--- config.mk ---
export PLATFORM = sky130hd
export DESIGN_NAME = trace_frame_arbiter
export DESIGN_NICKNAME = d
export VERILOG_FILES = /design/src/rtl/trc_pkg.sv /design/src/rtl/trc_exec_packer.sv /design/src/rtl/trc_data_fifo.sv /design/src/rtl/trc_buf_writer.sv /design/src/rtl/trace_frame_arbiter.sv
export SDC_FILE = /design/constraint.sdc
export NUM_CORES = 1
export LEC_CHECK = 0
export CAP_MARGIN = 20
export CORE_MARGIN = 4
export CORE_UTILIZATION = 45
export DETAILED_ROUTE_END_ITERATION = 16
export HOLD_SLACK_MARGIN = 0.08
export PLACE_DENSITY_LB_ADDON = 0.25
export SKIP_LAST_GASP = 1
export SLEW_MARGIN = 20
export SYNTH_ARGS = -nofsm -noshare
export SYNTH_HDL_FRONTEND = slang
export SYNTH_SLANG_ARGS = --single-unit
--- constraint.sdc ---
create_clock -name clk -period 3.1 [get_ports clk]
set_input_delay 0.62 -clock clk [delete_from_list [all_inputs] [get_ports clk]]
set_output_delay 0.62 -clock clk [all_outputs]
set_load 0.02 [all_outputs]
--- src/rtl/trc_pkg.sv ---
package trc_pkg;
  localparam int TAG_W = 2;
  localparam int AUX_W = 4;

  typedef enum logic [TAG_W-1:0] {
    TAG_IDLE = 2'b00,
    TAG_EXEC = 2'b01,
    TAG_DATA = 2'b10,
    TAG_OVFL = 2'b11
  } trc_tag_e;

  // saturating increment of an aux-sized counter
  function automatic logic [AUX_W-1:0] aux_sat_inc(input logic [AUX_W-1:0] v);
    return (v == {AUX_W{1'b1}}) ? v : v + AUX_W'(1);
  endfunction

  // aux field of a data frame: direction in the top bit
  function automatic logic [AUX_W-1:0] data_aux(input logic is_store);
    return {is_store, {(AUX_W-1){1'b0}}};
  endfunction
endpackage

--- src/rtl/trc_exec_packer.sv ---
module trc_exec_packer #(
  parameter int ADDR_W = 16,
  parameter int CNT_W  = 4
) (
  input  logic              clk,
  input  logic              rst,
  input  logic              active,
  input  logic              ins_valid,
  input  logic              disc_valid,
  input  logic [ADDR_W-1:0] disc_addr,
  output logic              req,
  output logic [CNT_W-1:0]  aux,
  output logic [ADDR_W-1:0] payload
);
  localparam logic [CNT_W-1:0] CNT_MAX = {CNT_W{1'b1}};

  logic [CNT_W-1:0] cnt;
  logic disc_hit, sat_hit;

  assign disc_hit = active & disc_valid;
  assign sat_hit  = active & ins_valid & ~disc_valid & (cnt == CNT_MAX - CNT_W'(1));

  assign req     = disc_hit | sat_hit;
  assign aux     = disc_hit ? cnt : CNT_MAX;
  assign payload = disc_hit ? disc_addr : '0;

  always_ff @(posedge clk) begin
    if (rst || !active)  cnt <= '0;
    else if (disc_hit)   cnt <= ins_valid ? CNT_W'(1) : '0;
    else if (sat_hit)    cnt <= '0;
    else if (ins_valid)  cnt <= cnt + CNT_W'(1);
  end

  assert_cnt_below_max_R4: assert property (@(posedge clk) disable iff (rst)
    cnt != CNT_MAX);
  assert_idle_clears_R2: assert property (@(posedge clk) disable iff (rst)
    !active |=> cnt == '0);
endmodule

--- src/rtl/trc_data_fifo.sv ---
module trc_data_fifo #(
  parameter int ADDR_W = 16,
  parameter int DEPTH  = 4
) (
  input  logic              clk,
  input  logic              rst,
  input  logic              push,
  input  logic              push_store,
  input  logic [ADDR_W-1:0] push_addr,
  input  logic              pop,
  output logic              not_empty,
  output logic              head_store,
  output logic [ADDR_W-1:0] head_addr,
  output logic              drop
);
  localparam int PW = (DEPTH > 1) ? $clog2(DEPTH) : 1;
  localparam int CW = $clog2(DEPTH + 1);
  localparam logic [CW-1:0] FULL_CNT = CW'(DEPTH);

  function automatic logic [PW-1:0] ptr_next(input logic [PW-1:0] p);
    return (p == PW'(DEPTH - 1)) ? '0 : p + PW'(1);
  endfunction

  logic [ADDR_W-1:0] addr_q  [DEPTH];
  logic              store_q [DEPTH];
  logic [PW-1:0]     rd_ptr, wr_ptr;
  logic [CW-1:0]     count;
  logic              accept, take;

  assign drop       = push & (count == FULL_CNT);
  assign accept     = push & (count != FULL_CNT);
  assign take       = pop & (count != '0);
  assign not_empty  = (count != '0);
  assign head_store = store_q[rd_ptr];
  assign head_addr  = addr_q[rd_ptr];

  always_ff @(posedge clk) begin
    if (rst) begin
      rd_ptr <= '0;
      wr_ptr <= '0;
      count  <= '0;
    end else begin
      if (accept) wr_ptr <= ptr_next(wr_ptr);
      if (take)   rd_ptr <= ptr_next(rd_ptr);
      case ({accept, take})
        2'b10:   count <= count + CW'(1);
        2'b01:   count <= count - CW'(1);
        default: count <= count;
      endcase
    end
  end

  always_ff @(posedge clk) begin
    if (accept) begin
      addr_q[wr_ptr]  <= push_addr;
      store_q[wr_ptr] <= push_store;
    end
  end

  assert_count_bound_R7: assert property (@(posedge clk) disable iff (rst)
    count <= FULL_CNT);
  assert_pop_nonempty_R6: assert property (@(posedge clk) disable iff (rst)
    pop |-> not_empty);
endmodule

--- src/rtl/trc_buf_writer.sv ---
module trc_buf_writer
  import trc_pkg::*;
#(
  parameter int ADDR_W    = 16,
  parameter int BUF_DEPTH = 16
) (
  input  logic                         clk,
  input  logic                         rst,
  input  logic                         exec_req,
  input  logic [AUX_W-1:0]             exec_aux,
  input  logic [ADDR_W-1:0]            exec_payload,
  input  logic                         data_avail,
  input  logic                         data_store,
  input  logic [ADDR_W-1:0]            data_addr,
  input  logic                         drop,
  output logic                         data_pop,
  output logic                         wr_en,
  output logic [$clog2(BUF_DEPTH)-1:0] wr_addr,
  output logic [ADDR_W+5:0]            wr_data,
  output logic                         overflow,
  output logic                         wrapped
);
  localparam int BW = $clog2(BUF_DEPTH);
  localparam int FW = TAG_W + AUX_W + ADDR_W;

  function automatic logic [BW-1:0] slot_next(input logic [BW-1:0] p);
    return (p == BW'(BUF_DEPTH - 1)) ? '0 : p + BW'(1);
  endfunction

  function automatic logic [FW-1:0] frame(input trc_tag_e t,
                                          input logic [AUX_W-1:0] a,
                                          input logic [ADDR_W-1:0] p);
    return {t, a, p};
  endfunction

  logic             mark_pend;
  logic [AUX_W-1:0] mark_cnt;
  logic [BW-1:0]    ptr;
  logic             grant_exec, grant_mark, grant_data, grant_any;
  logic [FW-1:0]    sel_frame;

  assign grant_exec = exec_req;
  assign grant_mark = ~exec_req & mark_pend;
  assign grant_data = ~exec_req & ~mark_pend & data_avail;
  assign grant_any  = grant_exec | grant_mark | grant_data;
  assign data_pop   = grant_data;

  always_comb begin
    if (grant_exec)      sel_frame = frame(TAG_EXEC, exec_aux, exec_payload);
    else if (grant_mark) sel_frame = frame(TAG_OVFL, mark_cnt, '0);
    else if (grant_data) sel_frame = frame(TAG_DATA, data_aux(data_store), data_addr);
    else                 sel_frame = '0;
  end

  always_ff @(posedge clk) begin
    if (rst) begin
      mark_pend <= 1'b0;
      mark_cnt  <= '0;
      overflow  <= 1'b0;
    end else begin
      if (drop) overflow <= 1'b1;
      if (grant_mark) begin
        mark_pend <= drop;
        mark_cnt  <= drop ? AUX_W'(1) : '0;
      end else if (drop) begin
        mark_pend <= 1'b1;
        mark_cnt  <= aux_sat_inc(mark_cnt);
      end
    end
  end

  always_ff @(posedge clk) begin
    if (rst) begin
      ptr     <= '0;
      wrapped <= 1'b0;
      wr_en   <= 1'b0;
      wr_addr <= '0;
      wr_data <= '0;
    end else begin
      wr_en   <= grant_any;
      wr_addr <= ptr;
      wr_data <= sel_frame;
      if (grant_any) begin
        ptr <= slot_next(ptr);
        if (ptr == BW'(BUF_DEPTH - 1)) wrapped <= 1'b1;
      end
    end
  end

  assert_exec_first_R6: assert property (@(posedge clk) disable iff (rst)
    exec_req |=> wr_en && wr_data[FW-1 -: TAG_W] == TAG_EXEC);
  assert_drop_flags_R7: assert property (@(posedge clk) disable iff (rst)
    drop |=> overflow);
  assert_ovf_sticky_R7: assert property (@(posedge clk) disable iff (rst)
    overflow |=> overflow);
  assert_wrap_sticky_R9: assert property (@(posedge clk) disable iff (rst)
    wrapped |=> wrapped);
  assert_addr_step_R9: assert property (@(posedge clk) disable iff (rst)
    (wr_en && $past(wr_en) && !$past(rst)) |-> wr_addr == slot_next($past(wr_addr)));
  assert_idle_zero_R11: assert property (@(posedge clk) disable iff (rst)
    !wr_en |-> wr_data == '0);
endmodule

--- src/rtl/trace_frame_arbiter.sv ---
module trace_frame_arbiter
  import trc_pkg::*;
#(
  parameter int ADDR_W    = 16,
  parameter int BUF_DEPTH = 16,
  parameter int DQ_DEPTH  = 4
) (
  input  logic                         clk,
  input  logic                         rst,
  input  logic                         start,
  input  logic                         stop,
  input  logic                         ins_valid,
  input  logic                         disc_valid,
  input  logic [ADDR_W-1:0]            disc_addr,
  input  logic                         dat_valid,
  input  logic                         dat_store,
  input  logic [ADDR_W-1:0]            dat_addr,
  output logic                         capturing,
  output logic                         wr_en,
  output logic [$clog2(BUF_DEPTH)-1:0] wr_addr,
  output logic [ADDR_W+5:0]            wr_data,
  output logic                         overflow,
  output logic                         wrapped
);
  logic              exec_req;
  logic [AUX_W-1:0]  exec_aux;
  logic [ADDR_W-1:0] exec_payload;
  logic              q_push, q_pop, q_avail, q_store, q_drop;
  logic [ADDR_W-1:0] q_addr;

  always_ff @(posedge clk) begin
    if (rst)        capturing <= 1'b0;
    else if (stop)  capturing <= 1'b0;
    else if (start) capturing <= 1'b1;
  end

  assign q_push = capturing & dat_valid;

  trc_exec_packer #(.ADDR_W(ADDR_W), .CNT_W(AUX_W)) i_packer (
    .clk(clk), .rst(rst), .active(capturing),
    .ins_valid(ins_valid), .disc_valid(disc_valid), .disc_addr(disc_addr),
    .req(exec_req), .aux(exec_aux), .payload(exec_payload)
  );

  trc_data_fifo #(.ADDR_W(ADDR_W), .DEPTH(DQ_DEPTH)) i_fifo (
    .clk(clk), .rst(rst),
    .push(q_push), .push_store(dat_store), .push_addr(dat_addr),
    .pop(q_pop), .not_empty(q_avail), .head_store(q_store), .head_addr(q_addr),
    .drop(q_drop)
  );

  trc_buf_writer #(.ADDR_W(ADDR_W), .BUF_DEPTH(BUF_DEPTH)) i_writer (
    .clk(clk), .rst(rst),
    .exec_req(exec_req), .exec_aux(exec_aux), .exec_payload(exec_payload),
    .data_avail(q_avail), .data_store(q_store), .data_addr(q_addr),
    .drop(q_drop), .data_pop(q_pop),
    .wr_en(wr_en), .wr_addr(wr_addr), .wr_data(wr_data),
    .overflow(overflow), .wrapped(wrapped)
  );

  assert_stop_wins_R2: assert property (@(posedge clk) disable iff (rst)
    stop |=> !capturing);
  assert_no_frame_idle_R2: assert property (@(posedge clk) disable iff (rst)
    (!capturing && !q_avail && !$past(q_drop)) |=> !wr_en || wr_data[ADDR_W+5 -: 2] == 2'b11);
endmodule

* Word level (Yosys, flattened, before mapping) *
Memory sizes are Yosys's and may differ from the RTL's. A register that Yosys moved wholly into a read port is not among the register bits.
Cells that the tools add are included.

storage, ports and cells
  register bits after elaboration = 50
  bits in writable memories = 68
  bits of input ports = 40
  output and inout port bits = 30
  word-level logic and storage cells = 85
  memories = 2

memory list
  name            words  width  rd ports  clocked after Yosys merged registers in  write ports  RTL line             RTL
  i_fifo.addr_q   4      16     1         1                                        1            trc_data_fifo.sv:24  logic [ADDR_W-1:0] addr_q [DEPTH];
  i_fifo.store_q  4      1      1         1                                        1            trc_data_fifo.sv:25  logic store_q [DEPTH];

cells by class
  add/subtract/negate cells = 7
  equality and inequality tests = 10
  multiplexer cells = 25
  bitwise logic cells = 17
  reduce and logical (&&, ||, !) cells = 10

operator list
  cell                 count
  $mux 22              2
  $mux 4               8
  $mux 21              1
  $mux 16              1
  $add 4x1->4 const B  3
  $eq 4x4->1 const B   3
  $mux 2               6
  $and 1x1->1          11
  $eq 2x2->1 const B   3
  $mux 1               6
  $pmux 3 s2           1
  $reduce_bool 3->1    2
  $add 2x1->2 const B  2
  $reduce_and 2->1     2
  $reduce_bool 2->1    2
  $reduce_or 2->1      2
  $add 3x1->3 const B  1
  $eq 3x3->1 const B   1
  $ne 3x3->1 const B   1
  $not 1->1            3
  $or 1x1->1           3
  $sub 3x1->3 const B  1
  $eq 2x1->1 const B   1
  $ne 2x1->1 const B   1
  other kinds (2)      2

* Depth between registers and ports, before layout *
Gate-level depths: netlist of run 1.

  depth in word-level cells = 10
  depth in mapped cells = 11
  depth with buffers taken out = 10

* Modules after synthesis *
From an unflattened synthesis of run 1, not the netlist that was laid out.

unflattened totals
  cells, all modules = 343
  area, all modules = 4738.3 um^2

by module, submodules not included
  module               instances  cells an instance  area each (um^2)  seq. area each (um^2)
  trc_data_fifo        1          143                2940.3            2222.1
  trc_buf_writer       1          146                1387.6            760.7
  trc_exec_packer      1          50                 370.4             80.1
  trace_frame_arbiter  1          4                  40.0              20.0

* Worst setup path after synthesis of run 1 *
Ideal clock, no wire load.

  path type = flip-flop to flip-flop
  start point = register i_packer.cnt[0]
  end point = register i_fifo.count[2]
  setup time = 0.071 ns
  arrival = 2.685 ns
  data required time = 3.029 ns
  path slack = 0.345 ns
  stages on the path, launching flop included = 12
  buffers on the path = 1
  clock period less this slack = 2.755 ns
  cell sequence = dfxtp_1 inv_1 ha_1 a41o_4 a211oi_4 buf_6 ha_1 inv_1 fa_1 xor2_1 or3_1 a21oi_1

on the way
  longest elaborated chain between the ends = 9
  elaborated cells on any way between the ends = 11
  those cells by class = eq/ne (3); mux (1); bitwise (6); reduce/logical (1)

RTL lines
  what                                                    RTL line               RTL
  start, declared                                         trc_exec_packer.sv:17  logic [CNT_W-1:0] cnt;
  start signal, assigned                                  trc_exec_packer.sv:29  else if (disc_hit) cnt <= ins_valid ? CNT_W'(1) : '0;
  start signal, assigned                                  trc_exec_packer.sv:31  else if (ins_valid) cnt <= cnt + CNT_W'(1);
  $eq 4x4->1 (*)                                          trc_exec_packer.sv:21  assign sat_hit = active & ins_valid & ~disc_valid & (cnt == CNT_MAX - CNT_W'(1));
  $and 1x1->1 (*)                                         trc_exec_packer.sv:21
  $or 1x1->1 (*)                                          trc_exec_packer.sv:23  assign req = disc_hit | sat_hit;
  $not 1->1 (*)                                           trc_buf_writer.sv:44   assign grant_data = ~exec_req & ~mark_pend & data_avail;
  $and 1x1->1 (*) (2 in series)                           trc_buf_writer.sv:44
  $and 1x1->1 (*)                                         trc_data_fifo.sv:32    assign take = pop & (count != '0);
  via i_fifo.take                                         trc_data_fifo.sv:28    logic accept, take;
  $eq 2x1->1 / $eq 2x2->1 (equally long branches)         trc_data_fifo.sv:45    case ({accept, take})
  $pmux 3 s2 / $reduce_bool 2->1 (equally long branches)  -
  end signal, assigned                                    trc_data_fifo.sv:46    2'b10: count <= count + CW'(1);
  end signal, assigned                                    trc_data_fifo.sv:47    2'b01: count <= count - CW'(1);
  end signal, assigned                                    trc_data_fifo.sv:48    default: count <= count;
  end, declared                                           trc_data_fifo.sv:27    logic [CW-1:0] count;

The timed path passes the listed nets; every way through them passes the cells marked *.
A chain may end at the register's enable or synchronous reset.

* Worst setup path after layout of run 1 *
  start point = register i_packer.cnt[0]
  end point = register i_fifo.count[2]

on the way
  longest elaborated chain between the ends = 9
  elaborated cells on any way between the ends = 11
  those cells by class = eq/ne (3); mux (1); bitwise (6); reduce/logical (1)

RTL lines
  what                                                    RTL line
  $eq 4x4->1 (*)                                          trc_exec_packer.sv:21
  $and 1x1->1 (*)                                         trc_exec_packer.sv:21
  $or 1x1->1 (*)                                          trc_exec_packer.sv:23
  $not 1->1 (*)                                           trc_buf_writer.sv:44
  $and 1x1->1 (*) (2 in series)                           trc_buf_writer.sv:44
  $and 1x1->1 (*)                                         trc_data_fifo.sv:32
  $eq 2x1->1 / $eq 2x2->1 (equally long branches)         trc_data_fifo.sv:45
  $pmux 3 s2 / $reduce_bool 2->1 (equally long branches)  -

Every way passes the cells marked *; elsewhere a longest branch is shown, timed or not.

==> results of run 1 <==
==> registers in the layout, summed over array words and instances (netlist names), named ones only <==
register and flops:
i_fifo.store_q 4, i_writer.wrapped 1, i_writer.mark_cnt 4, i_writer.overflow 1, i_fifo.addr_q 64, i_writer.wr_en 1, i_writer.mark_pend 1, i_writer.wr_addr 4
i_fifo.rd_ptr 2, i_fifo.count 3, i_writer.wr_data 22, i_packer.cnt 4, i_writer.ptr 4, i_fifo.wr_ptr 2, capturing 1
==> through the flow <==
| stage | instance area, um^2 | power [uW] | cells | util (%) |
|---|---|---|---|---|
| 2_1_floorplan | 4667 | 2560 | 314 | - |
| 3_3_place_gp | 5489 | 2873 | 514 | 55.14 |
| 3_5_place_dp | 5489 | 2891 | 514 | 55.14 |
| 4_1_cts | 6070 | 4788 | 546 | 60.97 |
| 5_1_grt | 6070 | 4948 | 546 | 60.97 |
| 6_report | 6070 | 4729 | 546 | 60.97 |
==> path summary, 6_finish.rpt <==
| path | slack (ns) | cells past startpoint | end | start |
|---|---|---|---|---|
| hold reg to reg | 0.48 | 2 | i_writer.overflow$_SDFFE_PP0P_ | i_writer.overflow$_SDFFE_PP0P_ |
| setup / recovery | 0.47 | 10 | i_fifo.count[2]$_SDFFE_PP0P_ | i_packer.cnt[0]$_SDFFE_PP0P_ |
| hold / removal | 0.48 | 2 | i_writer.overflow$_SDFFE_PP0P_ | i_writer.overflow$_SDFFE_PP0P_ |
| setup reg to reg | 0.47 | 10 | i_fifo.count[2]$_SDFFE_PP0P_ | i_packer.cnt[0]$_SDFFE_PP0P_ |
==> power by group <==
group / internal (uW) / total (uW) / switching, uW
clock: 1160 / 1880 / 725
combinational: 481 / 919 / 439
sequential: 1820 / 1930 / 107
==> tightest hold or removal path: cells and delay by family (launching register included) <==
kind	cells	cell delay [ns]
flip-flops	1	0.33
AND/OR/NAND/NOR	2	0.12
==> final cells by class <==
class / instances / area, um^2
clock inverters: 15 / 166.4
fillers: 761 / 3885
multi-input cells: 169 / 1411
clock buffers: 17 / 414.1
inverters: 8 / 30.03
repair buffers: 84 / 798.3
flip-flops and latches: 120 / 3083
well taps: 133 / 166.4
==> cells in the final DEF, fill, tap and decap left out, types with 3 or more instances in the layout <==
cell type,synthesis,routed
clkdlybuf4s50_1,0,68
clkbuf_16,0,16
nor2_1,40,40
nand2_1,11,11
ha_1,10,10
nor2b_1,5,5
edfxtp_1,68,68
a22oi_1,16,16
inv_1,8,8
xor2_1,4,4
clkinvlp_4,0,3
clkinv_4,0,3
nor3_1,8,8
and2_1,5,5
a21oi_1,8,8
mux2i_1,7,7
buf_4,0,15
mux4_2,17,17
o21ai_0,4,4
dfxtp_1,52,52
inv_6,0,6
==> routing by layer <==
layer / part of all wire, % / wire length (um) / up-vias / GRT usage, %
li1: - / - / 1352 / -
met1: 41 / 3595 / 1372 / 18.38
met2: 51 / 4486 / 66 / 26.56
met3: 5.5 / 482 / 18 / 5.402
met4: 2.5 / 217 / 0 / 7.569
met5: 0 / 0 / - / 0
==> cells by family (layout without fill, tap and decap cells) <==
logic type,count (synthesis),count (layout)
XOR/XNOR,5,5
buffers and inverters,25,124
multiplexers,25,25
AND/OR/NAND/NOR,85,85
adder cells (fa/ha/maj),11,11
flip-flops,120,120
AO/OA/AOI/OAI,43,43
==> flow_summary.json, run 1 <==
{
  "worst_ep_arrival_time_ns": 3.06,
  "syn_avg_cell_area_um2": 14.86,
  "insertion_delay_ns": 0.51,
  "rows": 36,
  "yosys.area_share.simple_pct": 8.901,
  "ys_async_sr_fraction_pct": 0,
  "synth_cell_types": 51,
  "synth_commonest_cells": "edfxtp_1, dfxtp_1, nor2_1",
  "status": "finished clean",
  "finalHoldViolCount": 0,
  "routabilityCongestion": 0.7437,
  "synth_edf_count": 68,
  "synth-seq-cells": 120,
  "slew_viol_final": 0,
  "timing.final.crit_period_ns": 2.628,
  "worstPathCellList": "inv_1, ha_1, a41o_4, a211oi_4, ha_1, inv_1, fa_1, xor2_1, or3_1, a21oi_1",
  "rsz0062_at_grt": "no",
  "synth-adder-area-share_pct": 3.110,
  "setup_slack_ns": 0.4718,
  "synth.area.mux_share_pct": 9.946,
  "drtIter0Drc": 117,
  "wire_per_inst_um": 16.08,
  "cts_max_level": 4,
  "place_hpwl_mm": 5.874,
  "cp_num_buf_inv": 2,
  "via_per_inst": 5.143,
  "synth.area.top_cells": "edfxtp_1, dfxtp_1, mux4_2",
  "grt_pass1_vias": 2796,
  "holdWs_ns": 0.4778,
  "synth_top_family_by_area": "multiplexers",
  "required_ns": 3.54,
  "max_slew_margin_pct": 52.99,
  "synthXorXnorAreaFrac_pct": 0.9383,
  "grt_max_degree": 35,
  "post-route-period-util_pct": 84.78,
  "crit_family": "adder cells",
  "dr.pass1.iters": 4,
  "maxCapViolCount": 0,
  "cts.sinks": 120,
  "setup.worst_path.end_class": "flop",
  "syn_to_final_growth_pct": 30.05,
  "cp-start-kind": "flop",
  "fp.dieW_um": 109.8,
  "max_clock_freq_mhz": 380.5,
  "antenna_found_initial": 0,
  "synth_ff_type": "edfxtp_1",
  "grt_use_total_pct": 15.93,
  "cts_tree": "built",
  "crit_type": "flop to flop",
  "synth_area_leader_cell": "edfxtp_1",
  "synth_cells": 314,
  "fin_setup_tns_ns": 0,
  "ys_warn_count": 0,
  "ant_nets": 0,
  "num_vias": 2808,
  "hold_class": "flop to flop",
  "synth_nets": 365,
  "nNetsFinal": 451,
  "clk_pin_slew_ns": 0.06,
  "start_util_pct": 46.88,
  "grt_overflow": 0,
  "path_max_fanout": 6,
  "drive_gt1_share_pct": 18.40,
  "cp_slowest_stage_delay_ns": 0.38,
  "ioPinCount": 70,
  "die_h_um": 109.8,
  "drc": 0,
  "cts.path.max_buffers": 2,
  "fp.coreArea_um2": 9955,
  "root_buffer": "clkbuf_8",
  "skew_ns": 0.007844,
  "die-area_um2": 12060,
  "diodes": 0,
  "power_density_nw_per_um2": 779.1,
  "synth_top_area_share_pct": 43.75,
  "wl_mm": 8.780,
  "max_slew.worst_pin.slew_ns": 0.7052,
  "synth_area_um2": 4667,
  "port_buffers": 69,
  "ir_worst_vdd_uv": 333.1,
  "ctsResizeCount": 0,
  "synth_compound_area_share_pct": 7.346,
  "place_ws_ns": 0.1110,
  "seq_area_frac_synth_pct": 66.06,
  "post_cts_buffers": 0,
  "setup_viol": 0,
  "grt_pass1_wl_mm": 13.88,
  "leakagePower_uw": 0.002105,
  "synth.most_common_cell": "edfxtp_1",
  "ctsHoldBuffers": 0,
  "cts_buffers": 17,
  "crit_slowest_cell": "dfxtp_1"
}
(Power assumes the default switching activity.)
==> inputs of run 2 (changes only) <==
clock period = 2.2 ns   (was 3.1 ns; I/O delays follow)
==> flow_summary.json, run 2 (same netlist as run 1, synthesis figures left out) <==
{
  "diodes": 0,
  "placed_area_um2": 5710,
  "slew_viol_final": 0,
  "max_clock_freq_mhz": 444.1,
  "setup_slack_ns": -0.05170,
  "timing.rr.start": "i_packer.cnt[0]$_SDFFE_PP0P_",
  "holdPathEnd": "i_writer.wrapped$_SDFFE_PP0P_",
  "cts.sinks": 120,
  "largest_reg_flops": 64,
  "cts_max_level": 4,
  "total_power_uw": 6966,
  "whs_path_depth": 2,
  "skew_ns": 0.008345,
  "cts.path.max_buffers": 2,
  "setup.worst_path.end_class": "flop",
  "cts_buffers": 17,
  "max_slew.worst_pin.slew_ns": 0.6016,
  "post-route-period-util_pct": 102.3,
  "top_register": "i_fifo.addr_q",
  "violations": "setup timing",
  "worstRegToRegCells": 10,
  "syn_to_final_growth_pct": 35.50,
  "design_area_um2": 6324,
  "clk_pin_slew_ns": 0.06,
  "grt_pass1_vias": 2976,
  "r2r_end": "i_fifo.count[2]$_SDFFE_PP0P_",
  "grt_pass1_wl_mm": 14.25,
  "power_density_nw_per_um2": 1102,
  "maxCapViolCount": 0,
  "max_slew_margin_pct": 59.53,
  "cts_tree": "built",
  "most-common-layout-cells": "edfxtp_1, clkdlybuf4s50_1, dfxtp_1, nor2_1, buf_4",
  "drc": 0,
  "ioPinCount": 70,
  "cp-start-kind": "flop",
  "wire_per_inst_um": 16.01,
  "cp_slowest_stage_delay_ns": 0.34,
  "path_max_fanout": 2,
  "die_h_um": 109.8,
  "fp.coreArea_um2": 9955,
  "rsz0062_at_grt": "yes",
  "routabilityCongestion": 0.7982,
  "crit_slowest_cell": "fa_2",
  "root_buffer": "clkbuf_8",
  "fin_setup_tns_ns": -0.05170,
  "fp.dieW_um": 109.8,
  "worst_ep_arrival_time_ns": 2.69,
  "ctsResizeCount": 0,
  "dpl.cell_count": 533,
  "insertion_delay_ns": 0.51,
  "reg_top3": "i_fifo.addr_q x64, i_writer.wr_data x22",
  "antenna_found_initial": 0,
  "finalHoldViolCount": 0,
  "status": "finished with violations",
  "grt_overflow": 0,
  "leakagePower_uw": 0.002236,
  "setup_viol": 1,
  "ctsHoldBuffers": 0,
  "multi_input_area_um2": 1439,
  "stdcell_count": 565,
  "port_buffers": 69,
  "ir_worst_vdd_uv": 554.2,
  "via_per_inst": 5.037,
  "grt_use_total_pct": 16.22,
  "regToRegSetupSlack_ns": -0.05,
  "dr.pass1.iters": 4,
  "grt_max_degree": 24,
  "seqCellArea_um2": 3084,
  "num_vias": 2846,
  "worstPathCellList": "inv_2, ha_4, a41o_4, a211oi_4, ha_4, inv_2, fa_2, xor2_1, or3_1, a21oi_1",
  "required_ns": 2.63,
  "die-area_um2": 12060,
  "timing.final.crit_period_ns": 2.252,
  "wl_mm": 9.045,
  "start_util_pct": 46.88,
  "rows": 36,
  "ant_nets": 0,
  "nNetsFinal": 470,
  "post_cts_buffers": 0,
  "hold_class": "input pin to flop",
  "crit_type": "flop to flop",
  "place_hpwl_mm": 6.221,
  "drtIter0Drc": 94,
  "fillers": 738,
  "hp-start": "rst",
  "drive_gt1_share_pct": 23.15
}
==> run 2: metal layers <==
layer	part of all wire [%]	up-vias	track usage, %	routed length (um)
li1	-	1386	-	-
met1	43	1366	19.37	3890
met2	50	76	26.73	4499
met3	4.9	18	4.110	440
met4	2.4	0	8.994	214
met5	0	-	0	0
==> run 2: critical path: cells and delay by family, from the launching register on <==
family | cells | cell delay (ns)
fa+ha+maj | 3 | 0.66
compound gates | 3 | 0.63
flops | 1 | 0.33
simple gates | 1 | 0.31
xor+xnor | 1 | 0.16
buf+inv | 2 | 0.09
==> run 2: area by class of cell <==
class	instances	share of cell area, %
inverters	8	0.4749
clock inverters	15	3.146
flip-flops and latches	120	48.77
well taps	133	2.632
multi-input cells	169	22.75
repair buffers	103	15.67
clock buffers	17	6.549
==> run 2: metrics by stage <==
| stage | hold slack, ns | worst slack (ns) | utilization [%] |
|---|---|---|---|
| 2_1_floorplan | 0.4629 | -0.3214 | - |
| 3_3_place_gp | 0.4522 | -0.4077 | 57.37 |
| 3_5_place_dp | 0.4755 | -0.4403 | 57.37 |
| 4_1_cts | 0.3519 | -0.05291 | 63.52 |
| 5_1_grt | 0.3945 | -0.1340 | 63.52 |
| 6_report | 0.3711 | -0.05170 | 63.52 |
==> run 2: worst max-delay path by stage <==
stage / startpoint / to
finish: i_packer.cnt[0]$_SDFFE_PP0P_ / i_fifo.count[2]$_SDFFE_PP0P_
global route: i_packer.cnt[0]$_SDFFE_PP0P_ / i_fifo.count[2]$_SDFFE_PP0P_
CTS: i_packer.cnt[0]$_SDFFE_PP0P_ / i_fifo.count[2]$_SDFFE_PP0P_
detailed placement: ins_valid / i_fifo.count[2]$_SDFFE_PP0P_
global placement: ins_valid / i_fifo.count[2]$_SDFFE_PP0P_
floorplan: i_packer.cnt[0]$_SDFFE_PP0P_ / i_fifo.count[2]$_SDFFE_PP0P_
==> run 2: power breakdown <==
group	internal, uW	switching [uW]
Combinational	765	689
Clock	1840	999
Sequential	2560	107
Total	5170	1790
